$ cat config.mk
export PLATFORM = sky130hd
export DESIGN_NAME = cmp_trig_unit
export DESIGN_NICKNAME = d
export VERILOG_FILES = /design/src/rtl/cmp_trig_pkg.sv /design/src/rtl/cmp_ctrl_regs.sv /design/src/rtl/cmp_match_det.sv /design/src/rtl/cmp_action.sv /design/src/rtl/cmp_trig_unit.sv
export SDC_FILE = /design/constraint.sdc
export NUM_CORES = 1
export LEC_CHECK = 0
export ABC_AREA = 1
export CAP_MARGIN = 20
export CORE_MARGIN = 3
export CORE_UTILIZATION = 55
export CTS_CLUSTER_DIAMETER = 60
export DETAILED_ROUTE_END_ITERATION = 10
export DONT_BUFFER_PORTS = 1
export MAX_ROUTING_LAYER = met4
export PLACE_DENSITY = 0.73
export SLEW_MARGIN = 20
export SYNTH_ARGS = -nofsm -noshare
export SYNTH_HDL_FRONTEND = slang
export SYNTH_HIERARCHICAL = 1
export SYNTH_SLANG_ARGS = --single-unit
$ cat constraint.sdc
create_clock -name clk -period 1.37 [get_ports clk]
set_input_delay 0.0685 -clock clk [delete_from_list [all_inputs] [get_ports clk]]
set_output_delay 0.0685 -clock clk [all_outputs]
set_load 0.05 [all_outputs]
$ cat src/rtl/cmp_trig_pkg.sv
package cmp_trig_pkg;

   localparam int MODE_W = 4;

   localparam logic [MODE_W-1:0] MODE_OFF      = 4'b0000;
   localparam logic [MODE_W-1:0] MODE_DRIVE_HI = 4'b1000;
   localparam logic [MODE_W-1:0] MODE_DRIVE_LO = 4'b1001;
   localparam logic [MODE_W-1:0] MODE_FLAG     = 4'b1010;
   localparam logic [MODE_W-1:0] MODE_PERIOD   = 4'b1011;

   typedef enum logic {
      SEL_VALUE = 1'b0,
      SEL_MODE  = 1'b1
   } wr_sel_e;

   typedef struct packed {
      logic drive_hi;
      logic drive_lo;
      logic raise_flag;
      logic period;
   } cmp_act_t;

   function automatic cmp_act_t decode_mode(input logic [MODE_W-1:0] m);
      cmp_act_t a;
      a = '0;
      unique case (m)
         MODE_DRIVE_HI: begin a.drive_hi = 1'b1; a.raise_flag = 1'b1; end
         MODE_DRIVE_LO: begin a.drive_lo = 1'b1; a.raise_flag = 1'b1; end
         MODE_FLAG:     begin a.raise_flag = 1'b1; end
         MODE_PERIOD:   begin a.period = 1'b1; a.raise_flag = 1'b1; end
         default:       a = '0;
      endcase
      return a;
   endfunction

endpackage

$ cat src/rtl/cmp_ctrl_regs.sv
module cmp_ctrl_regs
   import cmp_trig_pkg::*;
#(
   parameter int TMR_W = 16
) (
   input  logic              clk,
   input  logic              rst_n,
   input  logic              wr_en,
   input  logic              wr_addr,
   input  logic [TMR_W-1:0]  wr_data,
   output logic [TMR_W-1:0]  cmp_val,
   output logic [MODE_W-1:0] mode,
   output logic              mode_zero_req
);

   logic value_we;
   logic mode_we;

   assign value_we = wr_en && (wr_addr == SEL_VALUE);
   assign mode_we  = wr_en && (wr_addr == SEL_MODE);

   // a zero mode write forces the compare latch low on the same edge
   assign mode_zero_req = mode_we && (wr_data[MODE_W-1:0] == MODE_OFF);

   always_ff @(posedge clk or negedge rst_n) begin
      if (!rst_n) begin
         cmp_val <= '0;
         mode    <= MODE_OFF;
      end else begin
         if (value_we) cmp_val <= wr_data;
         if (mode_we)  mode    <= wr_data[MODE_W-1:0];
      end
   end

endmodule

$ cat src/rtl/cmp_match_det.sv
module cmp_match_det #(
   parameter int TMR_W    = 16,
   parameter int SLICE_W  = 8,
   parameter bit ONE_SHOT = 1'b1
) (
   input  logic             clk,
   input  logic             rst_n,
   input  logic             tick,
   input  logic [TMR_W-1:0] count,
   input  logic [TMR_W-1:0] cmp_val,
   output logic             hit
);

   localparam int N_SLICE = TMR_W / SLICE_W;

   logic [N_SLICE-1:0] slice_eq;
   logic               eq;

   // equality is formed per slice and reduced, keeping the compare tree shallow
   for (genvar i = 0; i < N_SLICE; i++) begin : g_slice
      assign slice_eq[i] = (count[i*SLICE_W +: SLICE_W] == cmp_val[i*SLICE_W +: SLICE_W]);
   end

   assign eq = &slice_eq;

   if (ONE_SHOT) begin : g_edge
      logic seen_q;
      always_ff @(posedge clk or negedge rst_n) begin
         if (!rst_n)    seen_q <= 1'b0;
         else if (tick) seen_q <= eq;
      end
      assign hit = tick && eq && !seen_q;
   end else begin : g_level
      assign hit = tick && eq;
   end

endmodule

$ cat src/rtl/cmp_action.sv
module cmp_action
   import cmp_trig_pkg::*;
(
   input  logic              clk,
   input  logic              rst_n,
   input  logic              hit,
   input  logic [MODE_W-1:0] mode,
   input  logic              mode_zero_req,
   input  logic              irq_clr,
   input  logic              adc_en,
   output logic              cmp_latch,
   output logic              irq_flag,
   output logic              tmr_clr,
   output logic              adc_go
);

   cmp_act_t act;

   assign act = decode_mode(mode);

   always_ff @(posedge clk or negedge rst_n) begin
      if (!rst_n) begin
         cmp_latch <= 1'b0;
         irq_flag  <= 1'b0;
         tmr_clr   <= 1'b0;
         adc_go    <= 1'b0;
      end else begin
         if (mode_zero_req)              cmp_latch <= 1'b0;
         else if (hit && act.drive_hi)   cmp_latch <= 1'b1;
         else if (hit && act.drive_lo)   cmp_latch <= 1'b0;

         if (hit && act.raise_flag)      irq_flag <= 1'b1;
         else if (irq_clr)               irq_flag <= 1'b0;

         tmr_clr <= hit && act.period;
         adc_go  <= hit && act.period && adc_en;
      end
   end

endmodule

$ cat src/rtl/cmp_trig_unit.sv
module cmp_trig_unit
   import cmp_trig_pkg::*;
#(
   parameter int TMR_W    = 16,
   parameter int SLICE_W  = 8,
   parameter bit ONE_SHOT = 1'b1
) (
   input  logic             clk,
   input  logic             rst_n,
   input  logic             wr_en,
   input  logic             wr_addr,
   input  logic [TMR_W-1:0] wr_data,
   input  logic             tmr_tick,
   input  logic [TMR_W-1:0] tmr_count,
   input  logic             adc_en,
   input  logic             irq_clr,
   input  logic             pin_dir,
   output logic             pin_out,
   output logic             pin_oe,
   output logic             irq_flag,
   output logic             tmr_clr,
   output logic             adc_go
);

   if (TMR_W < MODE_W) begin : g_bad_width
      $error("cmp_trig_unit: TMR_W must hold the mode field");
   end
   if (SLICE_W < 1 || (TMR_W % SLICE_W) != 0) begin : g_bad_slice
      $error("cmp_trig_unit: SLICE_W must divide TMR_W");
   end

   logic [TMR_W-1:0]  cmp_val;
   logic [MODE_W-1:0] mode;
   logic              mode_zero_req;
   logic              hit;
   logic              cmp_latch;

   cmp_ctrl_regs #(.TMR_W(TMR_W)) regs_i (
      .clk           (clk),
      .rst_n         (rst_n),
      .wr_en         (wr_en),
      .wr_addr       (wr_addr),
      .wr_data       (wr_data),
      .cmp_val       (cmp_val),
      .mode          (mode),
      .mode_zero_req (mode_zero_req)
   );

   cmp_match_det #(.TMR_W(TMR_W), .SLICE_W(SLICE_W), .ONE_SHOT(ONE_SHOT)) det_i (
      .clk     (clk),
      .rst_n   (rst_n),
      .tick    (tmr_tick),
      .count   (tmr_count),
      .cmp_val (cmp_val),
      .hit     (hit)
   );

   cmp_action act_i (
      .clk           (clk),
      .rst_n         (rst_n),
      .hit           (hit),
      .mode          (mode),
      .mode_zero_req (mode_zero_req),
      .irq_clr       (irq_clr),
      .adc_en        (adc_en),
      .cmp_latch     (cmp_latch),
      .irq_flag      (irq_flag),
      .tmr_clr       (tmr_clr),
      .adc_go        (adc_go)
   );

   assign pin_oe  = !pin_dir;
   assign pin_out = cmp_latch && !pin_dir;

endmodule

After elaboration in Yosys (flattened, before gate mapping)
Cells that the tools add are included.
- bits in registers: 25
- memories kept: 0
- input port bits: 40
- bits in latches: 0
- memory bits (writable): 0
- word-level logic and storage cells: 41
- output and inout port bits: 5
- memory bits (read-only): 0
- reductions and logical operators: 18
- mux-type cells: 9
- shift operators: 0
- divide/modulo/power cells: 0
- add/sub/neg operators: 0
- multipliers: 0
- equal/unequal tests: 6
- $lt $le $gt $ge: 0
- bitwise gates (word level): 1
- operator list (cell ; count):
    4-bit == test, second input constant ; 4
    8-bit == test ; 2
    1-bit logical AND ; 11
    1-bit two-way mux ; 9
    4-bit zero test ; 1
    4-bit OR reduction ; 1
    3-bit nonzero test ; 1
    1-bit zero test ; 2
    2-bit AND reduction ; 1
    2-bit nonzero test ; 1
    1-bit inverter ; 1

Logic depth before layout (Yosys ltp)
- depth after elaboration: 8
- gate-level depth with buffers: 12
- mapped depth without buffers: 12

Modules after synthesis
The synthesis kept the hierarchy.
- modules (own cells, without submodules) (module ; instances ; area an instance (um^2) ; cells each ; sequential area each (um^2)):
    cmp_ctrl_regs ; 1 ; 802.0 ; 91 ; 500.5
    cmp_match_det ; 1 ; 380.4 ; 84 ; 25.0
    cmp_action ; 1 ; 183.9 ; 22 ; 100.1
    cmp_trig_unit ; 1 ; 13.8 ; 3 ; 0.0

Worst setup path before layout
Ideal clock, no wire load.
- kind: register to register
- start: register regs_i.cmp_val[10]
- end: register act_i.adc_go
- buffers on the path: 0
- stages on the path, launching flop included: 9
- path slack: 0.069 ns
- data required time: 1.290 ns
- data arrival time: 1.220 ns
- path through: dfrtp_1 xor2_1 nor3_4 nand3_2 nor2_2 nand2_1 nor2_2 nand2_2 nor3_2
- cells in the longest elaborated chain, start to end: 6
- RTL lines (item ; line ; source):
    start: declaration ; cmp_ctrl_regs.sv:11 ; output logic [TMR_W-1:0] cmp_val,
    start signal: assignment ; cmp_ctrl_regs.sv:30 ; if (value_we) cmp_val <= wr_data;
    8-bit == test ; cmp_match_det.sv:21 ; assign slice_eq[i] = (count[i*SLICE_W +: SLICE_W] == cmp_val[i*SLICE_W +: SLICE_W]);
    2-bit AND reduction ; cmp_match_det.sv:24 ; assign eq = &slice_eq;
    1-bit logical AND (2 in a row) ; cmp_match_det.sv:32 ; assign hit = tick && eq && !seen_q;
    named net hit ; cmp_trig_unit.sv:35 ; logic hit;
    1-bit logical AND (2 in a row) ; cmp_action.sv:36 ; adc_go <= hit && act.period && adc_en;
    end signal: assignment ; cmp_action.sv:36 ;
    end: declaration ; cmp_action.sv:14 ; output logic adc_go
The timed path passes the listed nets, and every way through them passes these cells.
A chain may end at the register's enable or synchronous reset.

Final worst setup path
- start: register regs_i.cmp_val[14]
- end: register act_i.adc_go
Same word-level chain as after synthesis.

==> results.ini <==
[detailed_routing]
drc = 0
dr.pass1.iters = 4
drt_iter0_markers = 90
avgViaCountPerCell = 4.949
wl_per_cell_um = 12.61
vias = 1267
ant_nets = 0
wirelength_mm = 3.229

[final_layout]
num_antenna_cells = 0
postLayoutCoreUtil_pct = 74.67
drive_gt1_share_pct = 9.649
layout.nets = 269
area_growth_pct = 24.30

[global_route]
antenna_found_initial = 0
grt_start_max_net_pins = 26
overflow = 0
grt_pass1_wl_mm = 5.616
grtUsageTotal_pct = 23.40
grt_pass1_vias = 1259

[logic_synthesis]
yosys-top-cells-area = dfrtp_1 45%, nand2_1 22%, inv_1 9.2%, nand3_1 7.6%, nor2_1 4.4%
synth.avg_cell_area_um2 = 6.900
yosys_warnings = 6
syn_area_um2 = 1380
syn_inst = 200
synth_area_leader_cell = dfrtp_1
synth_top_cell_area_share_pct = 45.33
async_flop_share_pct = 100.0
yosysSeqAreaShare_pct = 45.33
yosysMostFrequentCell = nand2_1
ys_types = 20
synth_seq_cells = 25
synth_common_cells = 80 x nand2_1, 34 x inv_1, 25 x dfrtp_1, 21 x nand3_1, 16 x nor2_1
synth_edf_count = 0
synth_top_flop_cell = dfrtp_1
syn-num-nets = 240

[power_and_ir_drop]
power_density_nw_per_um2 = 891.2
pwr-share-comb_pct = 21.7
power.switching_uw = 457.4
ir_drop_mv = 0.7074
sw_frac_of_total_pct = 29.92
p_leak_nw = 0.9699
internal-power_mw = 1.071
clockPowerShare_pct = 21.2
pwr-share-seq_pct = 57.1

[placement]
place.gp.congestion = 0.8804
pre_cts_slack_ns = -0.1156
dp_hpwl_mm = 2.268
place.port_buffers = 0

[sta]
max_freq_mhz = 675.8
maxSlewViolCount = 0
finalClockSkew_ns = 0.006527
maxSlewHeadroom_pct = 51.02
tightest_slew_ns = 0.7347
layout_setup_ws_ns = -0.1098
whs_ns = 0.06696
layout_min_cycle_time_ns = 1.480
hold_viol = 0
finalSetupTns_ns = -0.3907
finalCritPeriodShare_pct = 108.0
rsz0062_at_grt = yes
final-setup-viol-count = 4

[clocking]
clk_latency_ns = 0.31
cts_tree = done
cts_buffer_depth = 2
cts.sinks = 25
cts_made_buffers = 3
root_buffer = clkbuf_4
cts_max_level = 1
clk_pin_slew_ns = 0.13

[hold_path]
hold_class = in -> reg
hp-start = wr_data[3]

[floorplan]
die_h_um = 56.09
initial_utilization_pct = 60.08
die_area_um2 = 3146
placementRows = 17
die_w_um = 56.09
num_io_pins = 45
core_um2 = 2297

[critical_path]
crit_path_start_kind = flop
slowest_delay_ns = 0.42
critPathCaptureType = flop
worst-setup-path-type = reg -> reg
crit_fanout = 3
path_cells = nor2_1, nor2_1, nor2_1, nand2_1, nor2_2, nand3_2, nor2_4, nand2_2, nor2_4, nand2_2, nor3_2
cp_data_required_time_ns = 1.61
crit_path_start = regs_i/cmp_val[14]
slowest_stage = dfrtp_1
r2r-start = regs_i/cmp_val[14]
path_common_cell = nor2_1
crit_arrival_ns = 1.72

[run]
maxCapViolations = 0

[outcome]
status = finished, violations left
violations = negative setup slack

area by class of cell:
type	instances	area [um2]
clock buffers	4	26.28
fillers	185	581.8
inverters	35	131.4
multi-input cells	136	616.8
flip-flops and latches	25	625.6
well taps	28	35.03
repair buffers	28	280.3
metal layers:
layer  GRT usage, %  part of all wire [%]
met5              -                     0
met1          31.41                    42
met2          36.39                    49
met3          3.248                   7.6
met4          8.136                   1.1
worst max-delay path: cells and delay by family, from the launching register on:
| family | cells | cell delay (ns) |
|---|---|---|
| DFF | 1 | 0.42 |
| and+or+nand+nor | 11 | 0.98 |
what timing repair did:
| item | CTS | global route |
|---|---|---|
| setup buffers | 1 | 0 |
| gates cloned | 0 | 0 |
| hold buffers | 23 | 0 |
| gates resized for setup | 0 | 5 |
| endpoints found under the setup margin | 4 | 8 |
| pin swaps | 0 | 2 |
| hold endpoints to repair | 48 | 0 |
sequential cells by signal (all words and copies together) (netlist names):
register / cells
regs_i/mode: 4
act_i/cmp_latch: 1
act_i/irq_flag: 1
act_i/tmr_clr: 1
act_i/adc_go: 1
regs_i/cmp_val: 16
det_i/g_edge.seen_q: 1
through the flow:
step,instances,power (mW),instance area [um2]
after floorplan,200,1.080,1380
after global placement,228,1.112,1424
after detailed placement,228,1.127,1424
after CTS,256,1.540,1698
after global routing,256,1.640,1715
final,256,1.529,1715
cell usage in the layout, fill, tap and decap left out, types with 3 or more instances in the layout:
cell           synthesis  layout
nand2_1               80      79
inv_1                 34      34
dfrtp_1               25      25
nand3_1               21      21
dlygate4sd3_1          0      21
nor2_1                16      15
buf_4                  1       5
nor2_2                 5       4
nand2_2                2       3
clkbuf_4               0       3
o21ai_1                3       3
logic make-up (layout without fill, tap and decap cells):
family                    after synthesis  after routing  share of synthesized area [%]
buffers and inverters                  39             67                          11.06
AOI/OAI and AO/OA                       5              5                          1.904
and+or+nand+nor                       129            129                          40.44
DFF                                    25             25                          45.33
xor gates and xnor gates                2              2                          1.269
final timing paths:
check / depth (start not counted) / to / slack, ns
min in group asynchronous: 2 / regs_i/cmp_val[7] / 0.17
max in group asynchronous: 2 / regs_i/cmp_val[11] / 1.05
worst min register to register: 2 / regs_i/cmp_val[0] / 0.49
worst min-delay path: 6 / act_i/cmp_latch / 0.07
worst max-delay path: 11 / act_i/adc_go / -0.11
worst max register to register: 11 / act_i/adc_go / -0.11
power by group through the flow:
stage | combinational [mW] | clock (mW) | sequential [mW]
6_report | 0.332 | 0.324 | 0.873
3_5_place_dp | 0.242 | 0 | 0.885
4_1_cts | 0.331 | 0.338 | 0.871
2_1_floorplan | 0.212 | 0 | 0.869
5_1_grt | 0.384 | 0.370 | 0.886
3_3_place_gp | 0.231 | 0 | 0.880
Note: power is estimated with default switching activity, not from simulation.
